## src/rtl/bsc_pkg.sv

```systemverilog
package bsc_pkg;

  typedef enum logic [1:0] {
    BSC_OP_POPCNT = 2'b00,
    BSC_OP_SCANF  = 2'b01,
    BSC_OP_SCANR  = 2'b10,
    BSC_OP_SPARE  = 2'b11
  } bsc_op_e;

endpackage

```

## src/rtl/bsc_rst_sync.sv

```systemverilog
module bsc_rst_sync (
  input  logic clk,
  input  logic rst_n,
  output logic rst_sync_n
);

  logic [1:0] stage_q;

  always_ff @(posedge clk or negedge rst_n) begin
    if (!rst_n) begin
      stage_q <= 2'b00;
    end else begin
      stage_q <= {stage_q[0], 1'b1};
    end
  end

  assign rst_sync_n = stage_q[1];

endmodule

```

## src/rtl/bsc_encoder.sv

```systemverilog
module bsc_encoder
  import bsc_pkg::*;
#(
  parameter int DATA_W = 64
) (
  input  logic [DATA_W-1:0] operand_i,
  input  bsc_op_e           op_i,
  output logic [DATA_W-1:0] word_o
);

  localparam logic [DATA_W-1:0] ONE_W = {{(DATA_W-1){1'b0}}, 1'b1};

  logic [DATA_W-1:0] below_low;
  logic [DATA_W-1:0] smeared;

  // Ones strictly below the lowest set bit: their count is that bit's index.
  always_comb begin
    below_low = (operand_i - ONE_W) & ~operand_i;
  end

  // Fill every position at or below the highest set bit.
  always_comb begin
    smeared = operand_i;
    for (int sh = 1; sh < DATA_W; sh = sh * 2) begin
      smeared = smeared | (smeared >> sh);
    end
  end

  always_comb begin
    unique case (op_i)
      BSC_OP_SCANF: word_o = below_low;
      BSC_OP_SCANR: word_o = smeared;
      default:      word_o = operand_i;
    endcase
  end

endmodule

```

## src/rtl/bsc_popcount_tree.sv

```systemverilog
module bsc_popcount_tree #(
  parameter int DATA_W = 64,
  parameter int RES_W  = $clog2(DATA_W) + 1
) (
  input  logic [DATA_W-1:0] word_i,
  output logic [RES_W-1:0]  count_o
);

  localparam int LEVELS = $clog2(DATA_W);

  for (genvar lv = 0; lv <= LEVELS; lv++) begin : lvl_g
    localparam int NODES = DATA_W >> lv;
    logic [RES_W-1:0] node [NODES];
    if (lv == 0) begin : leaf_g
      for (genvar n = 0; n < NODES; n++) begin : bit_g
        assign node[n] = {{(RES_W-1){1'b0}}, word_i[n]};
      end
    end else begin : add_g
      for (genvar n = 0; n < NODES; n++) begin : pair_g
        assign node[n] = lvl_g[lv-1].node[2*n] + lvl_g[lv-1].node[2*n+1];
      end
    end
  end

  assign count_o = lvl_g[LEVELS].node[0];

endmodule

```

## src/rtl/bitcount_unit.sv

```systemverilog
module bitcount_unit
  import bsc_pkg::*;
#(
  parameter int DATA_W = 64,
  localparam int RES_W = $clog2(DATA_W) + 1
) (
  input  logic              clk,
  input  logic              rst_n,
  input  logic              in_valid,
  input  logic [1:0]        in_op,
  input  logic [DATA_W-1:0] in_operand,
  input  logic [RES_W-1:0]  in_prev_dest,
  output logic              out_valid,
  output logic [RES_W-1:0]  out_result,
  output logic              out_zero
);

  localparam logic [RES_W-1:0] ONE_R = {{(RES_W-1){1'b0}}, 1'b1};

  logic              core_rst_n;
  bsc_op_e           op_sel;
  logic [DATA_W-1:0] enc_word;
  logic [RES_W-1:0]  tree_count;
  logic              src_is_zero;
  logic              cap_en;
  logic [RES_W-1:0]  result_d;
  logic              zero_d;
  logic              valid_q;
  logic [RES_W-1:0]  result_q;
  logic              zero_q;

  bsc_rst_sync u_rst_sync (
    .clk        (clk),
    .rst_n      (rst_n),
    .rst_sync_n (core_rst_n)
  );

  assign op_sel = bsc_op_e'(in_op);

  bsc_encoder #(.DATA_W(DATA_W)) u_encoder (
    .operand_i (in_operand),
    .op_i      (op_sel),
    .word_o    (enc_word)
  );

  bsc_popcount_tree #(.DATA_W(DATA_W), .RES_W(RES_W)) u_tree (
    .word_i  (enc_word),
    .count_o (tree_count)
  );

  // Next-state logic
  always_comb begin
    src_is_zero = ~|in_operand;
    zero_d      = src_is_zero;
    unique case (op_sel)
      BSC_OP_SCANF: result_d = src_is_zero ? in_prev_dest : tree_count;
      BSC_OP_SCANR: result_d = src_is_zero ? in_prev_dest : (tree_count - ONE_R);
      default:      result_d = tree_count;
    endcase
  end

  assign cap_en = in_valid;

  // Registers
  always_ff @(posedge clk or negedge core_rst_n) begin
    if (!core_rst_n) begin
      valid_q  <= 1'b0;
      result_q <= '0;
      zero_q   <= 1'b0;
    end else begin
      valid_q <= in_valid;
      if (cap_en) begin
        result_q <= result_d;
        zero_q   <= zero_d;
      end
    end
  end

  assign out_valid  = valid_q;
  assign out_result = result_q;
  assign out_zero   = zero_q;

endmodule

```

## config.mk

```make
export PLATFORM = sky130hd
export DESIGN_NAME = bitcount_unit
export DESIGN_NICKNAME = d
export VERILOG_FILES = /design/src/rtl/bsc_pkg.sv /design/src/rtl/bsc_rst_sync.sv /design/src/rtl/bsc_encoder.sv /design/src/rtl/bsc_popcount_tree.sv /design/src/rtl/bitcount_unit.sv
export SDC_FILE = /design/constraint.sdc
export NUM_CORES = 1
export LEC_CHECK = 0
export BUFFER_PORTS_ARGS = -buffer_cell sky130_fd_sc_hd__buf_2
export CAP_MARGIN = 20
export CORE_ASPECT_RATIO = 1.4
export CORE_MARGIN = 2
export CORE_UTILIZATION = 64
export CTS_BUF_LIST = sky130_fd_sc_hd__clkbuf_4 sky130_fd_sc_hd__clkbuf_8 sky130_fd_sc_hd__clkbuf_16
export DETAILED_ROUTE_END_ITERATION = 8
export HOLD_SLACK_MARGIN = 0.1
export PLACE_DENSITY_LB_ADDON = 0.12
export REMOVE_ABC_BUFFERS = 1
export SYNTH_ARGS = -nofsm -noshare
export SYNTH_HDL_FRONTEND = slang
export SYNTH_SLANG_ARGS = --single-unit
```

## constraint.sdc

```tcl
create_clock -name clk -period 0.95 [get_ports clk]
set_input_delay 0.0475 -clock clk [delete_from_list [all_inputs] [get_ports clk]]
set_output_delay 0.0475 -clock clk [all_outputs]
set_load 0.1 [all_outputs]
```

==> results of run 1 <==
-- Yosys cell counts (2+ instances only) --
library cell and count:
sky130_fd_sc_hd__nor2b_1 3, sky130_fd_sc_hd__a22oi_1 3, sky130_fd_sc_hd__a211oi_1 5, sky130_fd_sc_hd__o311ai_0 2, sky130_fd_sc_hd__o31ai_1 5, sky130_fd_sc_hd__clkbuf_1 20, sky130_fd_sc_hd__nand4b_1 3, sky130_fd_sc_hd__a21oi_1 43
sky130_fd_sc_hd__nand4_1 9, sky130_fd_sc_hd__nor3b_1 2, sky130_fd_sc_hd__fa_1 60, sky130_fd_sc_hd__nor2_1 60, sky130_fd_sc_hd__o22a_1 4, sky130_fd_sc_hd__nand3_1 26, sky130_fd_sc_hd__o21a_1 14, sky130_fd_sc_hd__nand2_1 54
sky130_fd_sc_hd__ha_1 46, sky130_fd_sc_hd__a31oi_1 3, sky130_fd_sc_hd__xor2_1 2, sky130_fd_sc_hd__nor4_2 3, sky130_fd_sc_hd__or4_1 20, sky130_fd_sc_hd__dfrtp_1 11, sky130_fd_sc_hd__o21ai_1 3, sky130_fd_sc_hd__o32ai_1 4
sky130_fd_sc_hd__nor4_4 2, sky130_fd_sc_hd__o22ai_1 5, sky130_fd_sc_hd__nand2b_1 2, sky130_fd_sc_hd__or3_1 18, sky130_fd_sc_hd__mux2_2 3, sky130_fd_sc_hd__or2_2 4, sky130_fd_sc_hd__inv_1 130, sky130_fd_sc_hd__a2bb2oi_1 16
sky130_fd_sc_hd__buf_2 5, sky130_fd_sc_hd__o211ai_1 6, sky130_fd_sc_hd__o221ai_1 3, sky130_fd_sc_hd__o21ai_0 31, sky130_fd_sc_hd__o41ai_1 7, sky130_fd_sc_hd__nand3b_1 3, sky130_fd_sc_hd__a21o_1 3, sky130_fd_sc_hd__a32oi_1 8
sky130_fd_sc_hd__nor3_1 24, sky130_fd_sc_hd__or3_2 2, sky130_fd_sc_hd__nor4_1 18
-- metrics by stage --
step	setup WS [ps]	setup TNS, ps	instances
floorplan	-7250	-48470	687
global placement	-6990	-47610	1115
detailed placement	-7520	-50370	1115
-- kinds of logic after synthesis --
group	after synthesis
and+or+nand+nor	261
AOI/OAI and AO/OA	171
buffers and inverters	156
adders and majority gates	106
DFF	11
muxes	4
xor gates and xnor gates	3
other	1
==> results by stage, run 1 <==
CTS:
- The clock drives 11 sinks.
- The H-tree depth is 1.
- The number of clock buffers added by TritonCTS is 3.
- The cell chosen for the clock root is sky130_fd_sc_hd__clkbuf_16.
- Gates resized during post-CTS repair numbered 106.
- After clock tree synthesis, the flow added hold-fix buffers numbering 1.
- The maximum clock insertion buffer count is 2.
- The number of setup buffers added after CTS is 10.

Yosys:
- The total of flip-flops plus latches after synthesis is 11.
- The sequential-to-total area share from yosys stat is 0.0522.
- The largest family of logic cells by synthesized area is adder cells.
- The count of distinct cell types in the synthesized netlist is 61.
- The largest total area in the synthesized netlist belongs to sky130_fd_sc_hd__fa_1.
- The adder-cell share of the synthesized area is 0.337.
- The cell count after synthesis is 713.
- Yosys printed 0 warnings.
- The simple-gate area share of the yosys netlist is 0.266.
- The share of the synthesized area in the top cell type is 0.228.
- The combined area of all synthesized cells is 5280 µm².
- After synthesis, the share of flip-flops with an asynchronous set or reset is 1.00.
- The primary flip-flop cell chosen by synthesis mapping is sky130_fd_sc_hd__dfrtp_1.
- By area the synthesized netlist is led by sky130_fd_sc_hd__fa_1 23%, sky130_fd_sc_hd__ha_1 11%, sky130_fd_sc_hd__inv_1 9.2%.
- The share of the synthesized area in compound gates (AO/OA/AOI/OAI) came to 0.218.
- The synthesized design contains 0 enable-type register cells.
- Of the total synthesized cell area, the portion taken by XOR and XNOR cells is 0.00498.
- The fraction of synthesized area in multiplexers is 0.00830.
- A synthesized cell averages 7.40 µm².

Outcome:
- The run stopped with a tool error.
- The tool reported: "[ERROR DPL-0038] Utilization greater than 100%, impossible to legalize".
- It got as far as clock tree synthesis and failed there.

Die:
- The I/O pin count is 85.
- The number of placement rows is 39.
- The vertical extent of the die is 111 µm.
- The horizontal extent of the die is 80.7 µm.
- The initial utilization of the core area, before any placement, comes to 0.652.

Placement:
- The detailed placer's ending HPWL is 23300 µm.
- The standard cell area after detailed placement is 7700 µm².
- The global placement routability congestion is 1.26.
- The count of input and output buffers is 84.
==> run 2, diff against run 1 <==
--- a/config.mk
+++ b/config.mk
@@ -7,13 +7,10 @@
 export LEC_CHECK = 0
 export BUFFER_PORTS_ARGS = -buffer_cell sky130_fd_sc_hd__buf_2
 export CAP_MARGIN = 20
-export CORE_ASPECT_RATIO = 1.4
 export CORE_MARGIN = 2
-export CORE_UTILIZATION = 64
-export CTS_BUF_LIST = sky130_fd_sc_hd__clkbuf_4 sky130_fd_sc_hd__clkbuf_8 sky130_fd_sc_hd__clkbuf_16
+export CORE_UTILIZATION = 40
 export DETAILED_ROUTE_END_ITERATION = 8
-export HOLD_SLACK_MARGIN = 0.1
-export PLACE_DENSITY_LB_ADDON = 0.12
+export PLACE_DENSITY_LB_ADDON = 0.15
 export REMOVE_ABC_BUFFERS = 1
 export SYNTH_ARGS = -nofsm -noshare
 export SYNTH_HDL_FRONTEND = slang
==> results by stage, run 2 <==
CTS:
- The clock transition at the registers of the reported paths is 50 ps.
- The total clock buffers created by CTS is 3 (unchanged).
- The maximum clock insertion buffer count came to 2 (unchanged).
- The root buffer cell chosen for the clock tree is sky130_fd_sc_hd__clkbuf_16.
- The clock sink count is 11 (unchanged).
- The H-tree depth is 1 (unchanged).
- TritonCTS built the clock tree.
- The clock reaches the later pin of the worst-skew pair after 250 ps.

Cells and area:
- The flip-flop count of the largest register after layout is 7.
- The count of placed standard cells in the final layout, fillers left out is 1254.
- The library cells used most frequently in the layout, excluding fill and tap cells, are 280 x sky130_fd_sc_hd__buf_4, 115 x sky130_fd_sc_hd__inv_1, 65 x sky130_fd_sc_hd__buf_2, 53 x sky130_fd_sc_hd__nand2_1, 52 x sky130_fd_sc_hd__nor2_1.
- At the end of the flow the core is filled with cells to 0.717.
- The filler cell count in the final layout is 987.
- The layout overhead on the synthesized area is 73.5%.
- The final layout contains 1264 nets.
- The area of all sequential standard cells is 275 µm².
- The multi-input logic area is 5040 µm².
- The share of final-layout standard cells stronger than drive strength 1 is 0.488.
- The most common library cell in the layout ignoring fill and taps is sky130_fd_sc_hd__buf_4.

Yosys:
- The combined area of all synthesized cells is 5280 µm² (unchanged).
- The cell count after synthesis is 713 (unchanged).
- The count of distinct cell types in the synthesized netlist is 61 (unchanged).
- The number of enable-type register cells in the synthesized netlist was 0 (unchanged).
- The async set-reset flop share out of synthesis is 1.00 (unchanged).
- The share of the synthesized area in the top cell type is 0.228 (unchanged).
- The total of flip-flops plus latches after synthesis came to 11 (unchanged).
- sky130_fd_sc_hd__inv_1 is the most common cell in the netlist.
- The number of synthesis warnings is 0 (unchanged).
- Sorting the synthesized cells by area gives the leading types as sky130_fd_sc_hd__fa_1 23%, sky130_fd_sc_hd__ha_1 11%, sky130_fd_sc_hd__inv_1 9.2%.
- The sequential-to-total area share from yosys stat came to 0.0522 (unchanged).
- Summed over all instances, the cell type with the most area after synthesis is sky130_fd_sc_hd__fa_1.
- The synthesized area per cell is 7.40 µm² (unchanged).
- In the synthesized netlist the dominant register cell turns out to be sky130_fd_sc_hd__dfrtp_1.
- Counting instances in the post-synthesis netlist gives the leading cell types as 130 x sky130_fd_sc_hd__inv_1, 60 x sky130_fd_sc_hd__fa_1, 60 x sky130_fd_sc_hd__nor2_1, 54 x sky130_fd_sc_hd__nand2_1, 46 x sky130_fd_sc_hd__ha_1.

Placement:
- The global placement routability congestion is 1.02 (-18%).
- The count of input and output buffers is 84 (unchanged).
- The number of instances in the placed design is 1221 (+9.5%).
- The detailed placer's ending HPWL came to 23200 µm (-0.54%).

Die:
- The vertical extent of the die is 119 µm (+6.7%).
- The area inside the core boundary is 12800 µm².
- The horizontal extent of the die is 119 µm (+47%).
- The floorplan die area is 14100 µm².
- The number of placement rows is 41 (+5.1%).
- The I/O pin count is 85 (unchanged).
- The initial core utilization is 0.413 (-0.238).

Critical path:
- The startpoint identified for the worst register-to-register timing path is out_result[6].
- The nature of the critical path startpoint is an input port.
- The largest individual stage delay along the critical path comes from the cell sky130_fd_sc_hd__fa_2.
- In this run the critical register-to-register path is captured at out_result[6].
- The startpoint-to-endpoint class of the critical path is input port to flip-flop.
- Of all nets on the critical path, the largest fanout is 6.
- The critical path arrival is 7930 ps.
- The delay of the slowest cell on the worst path is 580 ps.
- Setup slack on the worst reg-to-reg path comes out at 70 ps.
- The nature of the critical path endpoint is a flip-flop.
- The last element of the critical path is out_result[6].
- Counting cells, the worst reg-to-reg path comes to 2.
- Tracing the worst setup path back leads to its startpoint at in_op[1].
- STA puts the critical path data required time at 1070 ps.

STA:
- The tightest slew margin relative to the limit is 0.625.
- The worst setup margin is -6860 ps.
- The transition time of the tightest slew-check pin is 557 ps.
- Dividing the final minimum period by the clock period gives 8.22.
- The final number of hold-violating endpoints is 0.
- The peak clock frequency supported by timing is 0.128 GHz.
- The total count of max-transition violations in the final report is 0.
- Setup repair after global routing could not meet its margin everywhere.
- Between clock sinks in the finished design, the worst skew comes to 11.7 ps.
- The setup violation total in the final timing report is 8.
- The clock period minus worst slack is 7810 ps.
- Final hold analysis gives a worst-case slack of 99.8 ps.

Routing:
- The final wirelength is 29700 µm.
- The routed via count is 7656.
- The total iterations of the first detailed-routing run is 5.
- The number of nets with antenna violations after routing is 0.
- In the routed design, unresolved DRC markers number 0.
- Using the TritonRoute via totals, the vias-per-cell ratio works out to 6.11.
- For this block, the initial DRC count from the detailed router was 1027.
- The average routed wire per standard cell is 23.7 µm.

Outcome:
- The flow ran to the end, but the final reports show violations.
- The checks that failed: setup timing.

GRT:
- The number of global-route vias before repair is 7598.
- Summed over all layers, the global routing overflow is 0.
- Entering global routing, the biggest net connects 28 pins.
- The initial antenna violation count is 2.
- The combined global-route utilization of all metal layers is 0.404.
- The first-pass GRT wire length is 43700 µm.

Job:
- The number of max-cap violations is 0.

Min path:
- The tightest min-delay check is of the input port to flip-flop type.
## run 2: cell counts after synthesis
Identical to the previous run, type by type.
## run 2: worst min path at each step
| stage | startpoint | endpoint | slack (ps) | cells past startpoint |
|---|---|---|---|---|
| 2_1_floorplan | rst_n | u_rst_sync.stage_q[0] | -250 | 0 |
| 3_3_place_gp | rst_n | u_rst_sync.stage_q[0] | -170 | 1 |
| 3_5_place_dp | rst_n | u_rst_sync.stage_q[1] | -160 | 1 |
| 4_1_cts | in_prev_dest[0] | out_result[0] | 100 | 3 |
| 5_1_grt | rst_n | u_rst_sync.stage_q[1] | 130 | 2 |
| 6_report | in_prev_dest[0] | out_result[0] | 100 | 3 |
## run 2: routing by layer
| metal | wire length, µm | GRT usage | vias to the layer above | share of wire |
|---|---|---|---|---|
| met5 | 0 | 0 | - | 0 |
| met4 | 1560 | 0.144 | 0 | 0.052 |
| met3 | 3270 | 0.0714 | 153 | 0.11 |
| met2 | 13500 | 0.641 | 583 | 0.45 |
| met1 | 11400 | 0.552 | 3662 | 0.38 |
| li1 | - | - | 3258 | - |
## run 2: cell families (layout without fill, tap and decap cells)
family                     count (synthesis)  after routing  share of synthesized area
AOI/OAI and AO/OA                        171            171                      0.218
xor gates and xnor gates                   3              3                    0.00498
adders and majority gates                106            106                      0.337
buffers and inverters                    156            524                      0.114
DFF                                       11             11                     0.0522
muxes                                      4              4                    0.00830
other                                      1              2                   0.000711
and+or+nand+nor                          261            261                      0.266
## run 2: area by class of cell
class / count / area share
inverters: 130 / 0.0533
repair buffers: 390 / 0.334
diodes: 1 / 0.000273
well taps: 172 / 0.0235
clock buffers: 4 / 0.00861
flip-flops and latches: 11 / 0.0301
multi-input cells: 546 / 0.551
## run 2: worst max-delay path: cells and delay by family
kind / cells / cell delay (ps)
AOI/OAI and AO/OA: 2 / 430
xor gates and xnor gates: 1 / 180
adders and majority gates: 11 / 4640
buffers and inverters: 7 / 590
and+or+nand+nor: 10 / 2020
## run 2: repair_timing
item,4_1_cts,5_1_grt
gates resized for setup,131,63
pin swaps,80,65
setup endpoints to repair,8,8
hold buffers,1,0
setup buffers,17,12
hold endpoints to repair,2,0
## run 2: metrics by stage
stage | TNS (ps) | cell area (µm²) | worst slack, ps
2_1_floorplan | -48470 | 5170 | -7250
3_3_place_gp | -48920 | 8060 | -7180
3_5_place_dp | -50080 | 8060 | -7390
4_1_cts | -44530 | 8790 | -6530
5_1_grt | -47340 | 9150 | -6970
6_report | -46430 | 9160 | -6860
Power of run 2 is left out: the tool's default activity adds up to more than one toggle a clock period on the data nets, which glitch-free logic cannot reach.
==> run 3, diff against run 2 <==
--- a/config.mk
+++ b/config.mk
@@ -5,11 +5,11 @@
 export SDC_FILE = /design/constraint.sdc
 export NUM_CORES = 1
 export LEC_CHECK = 0
-export BUFFER_PORTS_ARGS = -buffer_cell sky130_fd_sc_hd__buf_2
 export CAP_MARGIN = 20
 export CORE_MARGIN = 2
 export CORE_UTILIZATION = 40
 export DETAILED_ROUTE_END_ITERATION = 8
+export DONT_BUFFER_PORTS = 1
 export PLACE_DENSITY_LB_ADDON = 0.15
 export REMOVE_ABC_BUFFERS = 1
 export SYNTH_ARGS = -nofsm -noshare
==> results by stage, run 3 (synthesized netlist as in run 2, its figures left out) <==
Cells and area:
- The number of antenna diodes is 0 (-1).
- The most common library cell in the layout ignoring fill and taps is sky130_fd_sc_hd__buf_4.
- The filler cell count in the final layout was 1184 (+20%).
- Leaving out fill and tap cells, the most frequent cells in the layout are 207 x sky130_fd_sc_hd__buf_4, 121 x sky130_fd_sc_hd__inv_1, 52 x sky130_fd_sc_hd__nand2_1, 52 x sky130_fd_sc_hd__fa_1, 50 x sky130_fd_sc_hd__nor2_1.
- The flip-flop count of the largest register after layout is 7 (unchanged).
- The number of nets at the end of the flow is 1097 (-13%).
- The utilization of the core after routing came to 0.601 (-0.115).
- The share of final-layout standard cells stronger than drive strength 1 is 0.362 (-0.126).
- From synthesis to final layout, the design area changed by 45.5%.

Routing:
- The violation count after the first detailed-routing iteration was 700 (-32%).
- The final wirelength came to 24800 µm (-17%).
- The total iterations of the first detailed-routing run is 8 (+3).
- The number of nets with antenna violations after routing was 0 (unchanged).
- The detailed-route DRC error count is 0 (unchanged).
- The routed via count divided by cell count is 5.97 (-2.3%).
- The average routed wire per standard cell is 22.8 µm (-3.7%).
- The routed via count was 6479 (-15%).

Outcome:
- The checks that failed: setup timing.
- The flow ran to the end, but the final reports show violations.

CTS:
- The cell chosen for the clock root is sky130_fd_sc_hd__clkbuf_16.
- The clock latency reported for the late side of the worst-skew pair came to 240 ps (about the same).
- The clock transition at the registers of the reported paths is 40 ps (about the same).
- The clock sink count is 11 (unchanged).
- The clock tree from TritonCTS is built.
- The total clock buffers created by CTS was 3 (unchanged).
- The maximum clock insertion buffer count is 2 (unchanged).
- The H-tree depth was 1 (unchanged).

STA:
- The total count of max-transition violations in the final report came to 0 (unchanged).
- The setup skew after layout is 5.56 ps (-6.12 ps).
- The fraction of the cycle the final worst path needs is 7.80 (-0.419).
- The total negative slack is -43730 ps (+2710 ps).
- The clock period minus worst slack came to 7410 ps (-398 ps).
- The transition time of the tightest slew-check pin was 491 ps (-66.7 ps).
- The setup violation total in the final timing report is 8 (unchanged).
- The peak clock frequency supported by timing is 0.135 GHz (+5.4%).
- The final number of hold-violating endpoints is 0 (unchanged).
- The worst-case hold slack is 2.50 ps (-97.3 ps).
- The worst setup margin came to -6460 ps (+398 ps).
- Setup repair after global routing could not meet its margin everywhere.
- The tightest slew margin relative to the limit is 0.668 (+0.0427).

Critical path:
- The critical path arrival is 7530 ps (-400 ps).
- The slack of the worst reg-to-reg path is 180 ps (+110 ps).
- The maximum fanout count along the critical path is 6 (unchanged).
- The nature of the critical path endpoint is a flip-flop.
- The startpoint-to-endpoint class of the critical path is input port to flip-flop.
- The slowest stage of the critical path is the sky130_fd_sc_hd__fa_1 cell.
- The length in cells of the worst reg-to-reg path is 2 (unchanged).
- The critical path required time is 1070 ps (about the same).
- The number of cells on the critical path is 27 (-13%).
- The start point of the critical path is in_operand[22].
- The worst setup path is launched from an input port.
- The total buffers and inverters traversed by the critical path is 4 (-3).
- The delay of the slowest cell on the worst path came to 590 ps (about the same).
- The last element of the critical path is out_result[6].
- Broken down by cell family, the worst path's largest delay share belongs to adder cells.
- The worst register-to-register path begins at out_result[2].
- The most frequent cell on the critical path is sky130_fd_sc_hd__fa_1.
- In this run the critical register-to-register path is captured at out_result[2].

Job:
- The number of max-cap violations is 0 (unchanged).

Die:
- The initial core utilization is 0.413 (unchanged).
- The horizontal extent of the die is 119 µm (unchanged).
- The area inside the core boundary came to 12800 µm² (unchanged).
- The vertical extent of the die is 119 µm (unchanged).
- The floorplan die area is 14100 µm² (unchanged).
- The number of placement rows is 41 (unchanged).
- The I/O pin count is 85 (unchanged).

GRT:
- The final global-route overflow total is 0 (unchanged).
- The number of global-route vias before repair came to 6455 (-15%).
- The initial antenna violation count is 0 (-2).
- The largest net degree at the start of global routing is 21 (-25%).
- The combined global-route utilization of all metal layers is 0.345 (-0.0582).
- The first-pass GRT wire length is 37400 µm (-14%).

Min path:
- The type of the most critical hold path is input port to flip-flop.

Placement:
- The detailed placer's ending HPWL is 21200 µm (-8.6%).
- The global placement routability congestion was 1.04 (+2.0%).
- The count of input and output buffers is 0 (-100%).
- The pre-CTS setup slack was -7150 ps (+242 ps).
==> run 3: per-stage QoR <==
| stage | std cells | cell area (µm²) |
|---|---|---|
| floorplan | 687 | 5170 |
| global placement | 1068 | 6990 |
| detailed placement | 1068 | 6990 |
| CTS | 1083 | 7450 |
| global route | 1086 | 7680 |
| finish | 1086 | 7680 |
==> run 3: layout make-up <==
cell class	count	area (µm²)	area share
timing repair buffer	223	1770	0.230
tap	172	215	0.0280
multi-input combinational	546	4860	0.632
clock buffer	4	78.8	0.0103
inverter	130	488	0.0635
sequential	11	275	0.0358
==> run 3: worst min-delay path by stage <==
stage	cells past startpoint	slack, ps	startpoint	end
floorplan	0	-250	rst_n	u_rst_sync.stage_q[0]
global placement	0	-250	rst_n	u_rst_sync.stage_q[0]
detailed placement	0	-250	rst_n	u_rst_sync.stage_q[1]
CTS	2	0.2	in_valid	out_result[5]
global route	2	6	in_valid	out_result[5]
finish	2	3	in_valid	out_result[5]
==> run 3: timing repair <==
item / CTS / global route
gates resized for setup: 78 / 50
setup endpoints to repair: 8 / 11
endpoints found under the hold margin: 10 / 0
setup buffers: 9 / 3
hold buffers: 2 / 0
pin swaps: 41 / 33
==> run 3: layer usage <==
layer / track usage / wire length, µm
met2: 0.522 / 10900
met4: 0.106 / 968
met5: 0 / 0
met3: 0.0987 / 2610
met1: 0.478 / 10300
Power of run 3 is left out for the same reason.
==> run 4, diff against run 3 <==
==> constraint.sdc (replaced) <==
create_clock -name clk -period 8.94 [get_ports clk]
set_input_delay 0.447 -clock clk [delete_from_list [all_inputs] [get_ports clk]]
set_output_delay 0.447 -clock clk [all_outputs]
set_load 0.1 [all_outputs]
==> results by stage, run 4 (synthesized netlist as in run 2, its figures left out) <==
Critical path:
- The length in cells of the worst reg-to-reg path is 2 (unchanged).
- The capture instance of the worst register-to-register path is out_result[6].
- The maximum fanout count along the critical path was 8 (+2).
- The critical path's top delay family is adder cells.
- The delay of the slowest cell on the worst path was 670 ps (+80 ps).
- The setup path with the least slack is of type input port to flip-flop.
- The worst reg2reg path startpoint is out_result[6].
- STA classifies the critical path endpoint as a flip-flop.
- The most frequent cell on the critical path is sky130_fd_sc_hd__fa_1.
- The critical path required time is 9060 ps (+7990 ps).
- The slack of the worst reg-to-reg path was 7500 ps (+7320 ps).
- The slowest library cell on the worst path is sky130_fd_sc_hd__or4_1.
- The critical path arrival is 8680 ps (+1150 ps).
- The nature of the critical path startpoint is an input port.
- The total buffers and inverters traversed by the critical path is 4 (unchanged).

Cells and area:
- The multi-input logic area is 4410 µm² (-9.3%).
- Leaving out fill and tap cells, the most frequent cell in the layout is sky130_fd_sc_hd__inv_1.
- In the layout the commonest cells are 130 x sky130_fd_sc_hd__inv_1, 60 x sky130_fd_sc_hd__nor2_1, 60 x sky130_fd_sc_hd__fa_1, 54 x sky130_fd_sc_hd__nand2_1, 45 x sky130_fd_sc_hd__ha_1.
- The number of nets at the end of the flow came to 905 (-18%).
- The area of all sequential standard cells is 275 µm² (unchanged).
- The filler cell count in the final layout was 1352 (+14%).
- The layout overhead on the synthesized area is 8.01%.
- The flip-flop count of the largest register after layout is 7 (unchanged).
- The share of final-layout standard cells stronger than drive strength 1 was 0.0720 (-0.290).

CTS:
- The clock latency reported for the late side of the worst-skew pair is 240 ps (about the same).
- The clock sink count is 11 (unchanged).
- The maximum clock insertion buffer count is 2 (unchanged).
- The total clock buffers created by CTS came to 3 (unchanged).
- The H-tree depth is 1 (unchanged).
- The clock transition at the registers of the reported paths is 40 ps (about the same).
- The clock tree from TritonCTS is built.
- The cell chosen for the clock root is sky130_fd_sc_hd__clkbuf_16.
- The number of setup buffers added after CTS is 0 (-9).

STA:
- Timing would allow up to 0.117 GHz.
- The total count of max-transition violations in the final report is 0 (unchanged).
- The setup skew after layout came to 2.73 ps (-2.83 ps).
- Setup repair after global routing left no endpoint under its margin.
- The clock period minus worst slack is 8570 ps.
- The transition time of the tightest slew-check pin is 910 ps (+419 ps).
- The setup violation total in the final timing report is 0 (-8).
- The final number of hold-violating endpoints is 0 (unchanged).
- The fraction of the cycle the final worst path needs is 0.958.
- The total negative slack is 0 ps (+43730 ps).
- The tightest slew margin relative to the limit is 0.393 (-0.274).

GRT:
- The first-pass GRT wire length was 33800 µm (-9.7%).
- The initial antenna violation count is 1 (+1).
- The largest net degree at the start of global routing is 47 (+120%).
- The combined global-route utilization of all metal layers is 0.314 (-0.0312).
- The final global-route overflow total came to 0 (unchanged).
- The number of global-route vias before repair came to 5581 (-14%).

Placement:
- The detailed placer's ending HPWL is 18600 µm (-12%).
- The global placement routability congestion was 0.998 (-4.5%).
- The count of input and output buffers is 0 (unchanged).

Routing:
- The violation count after the first detailed-routing iteration is 545 (-22%).
- The total iterations of the first detailed-routing run came to 5 (-3).
- The average routed wire per standard cell is 24.5 µm (+7.4%).
- The number of nets with antenna violations after routing was 0 (unchanged).
- The routed via count divided by cell count is 6.33 (+6.1%).
- The final wirelength is 21900 µm (-11%).
- The routed via count came to 5666 (-13%).
- The detailed-route DRC error count is 0 (unchanged).

Die:
- The horizontal extent of the die is 119 µm (unchanged).
- The number of placement rows is 41 (unchanged).
- The floorplan die area is 14100 µm² (unchanged).
- The I/O pin count is 85 (unchanged).
- The initial core utilization was 0.413 (unchanged).
- The area inside the core boundary was 12800 µm² (unchanged).
- The vertical extent of the die is 119 µm (unchanged).

Min path:
- In this run the worst hold path is classified as flip-flop to asynchronous set/reset pin.

Job:
- The number of max-cap violations is 0 (unchanged).

Outcome:
- The flow ran to the end, and the final reports show no timing, DRC or antenna violations.
==> run 4: worst max-delay path by stage <==
stage / startpoint / end / slack (ps) / depth (start not counted)
after floorplan: in_op[0] / out_result[6] / 340 / 28
after global placement: in_operand[7] / out_result[6] / 260 / 27
after detailed placement: in_operand[7] / out_result[6] / 240 / 27
after CTS: in_operand[7] / out_result[6] / 470 / 27
after global routing: in_operand[7] / out_result[6] / 30 / 27
final: in_operand[7] / out_result[6] / 370 / 27
==> run 4: what timing repair did <==
action | in CTS | in global routing
gates resized for setup | 0 | 0
setup endpoints to repair | 0 | 0
hold endpoints to repair | 2 | 0
hold buffers | 1 | 0
==> run 4: layout make-up <==
class,count,share of cell area
Clock buffer,4,0.0138
Inverter,130,0.0856
Multi-Input combinational cell,546,0.773
Timing Repair Buffer,31,0.0413
Antenna cell,1,0.000439
Sequential cell,11,0.0483
Tap cell,172,0.0378
==> run 4: stage by stage <==
stage	hold slack (ps)	area (µm²)	setup slack, ps	instances	util
global route	208	5700	30.9	894	0.446
global placement	151	5610	256	889	0.439
floorplan	108	5170	336	687	-
finish	161	5700	374	895	0.446
CTS	190	5700	475	894	0.446
detailed placement	151	5610	244	889	0.439
==> run 4: layer usage <==
metal	up-vias	global-route usage	part of all wire
met5	-	0	0
met4	0	0.108	0.039
met3	68	0.0742	0.11
met2	350	0.463	0.43
met1	2705	0.449	0.42
li1	2543	-	-
Power of run 4 is left out for the same reason.
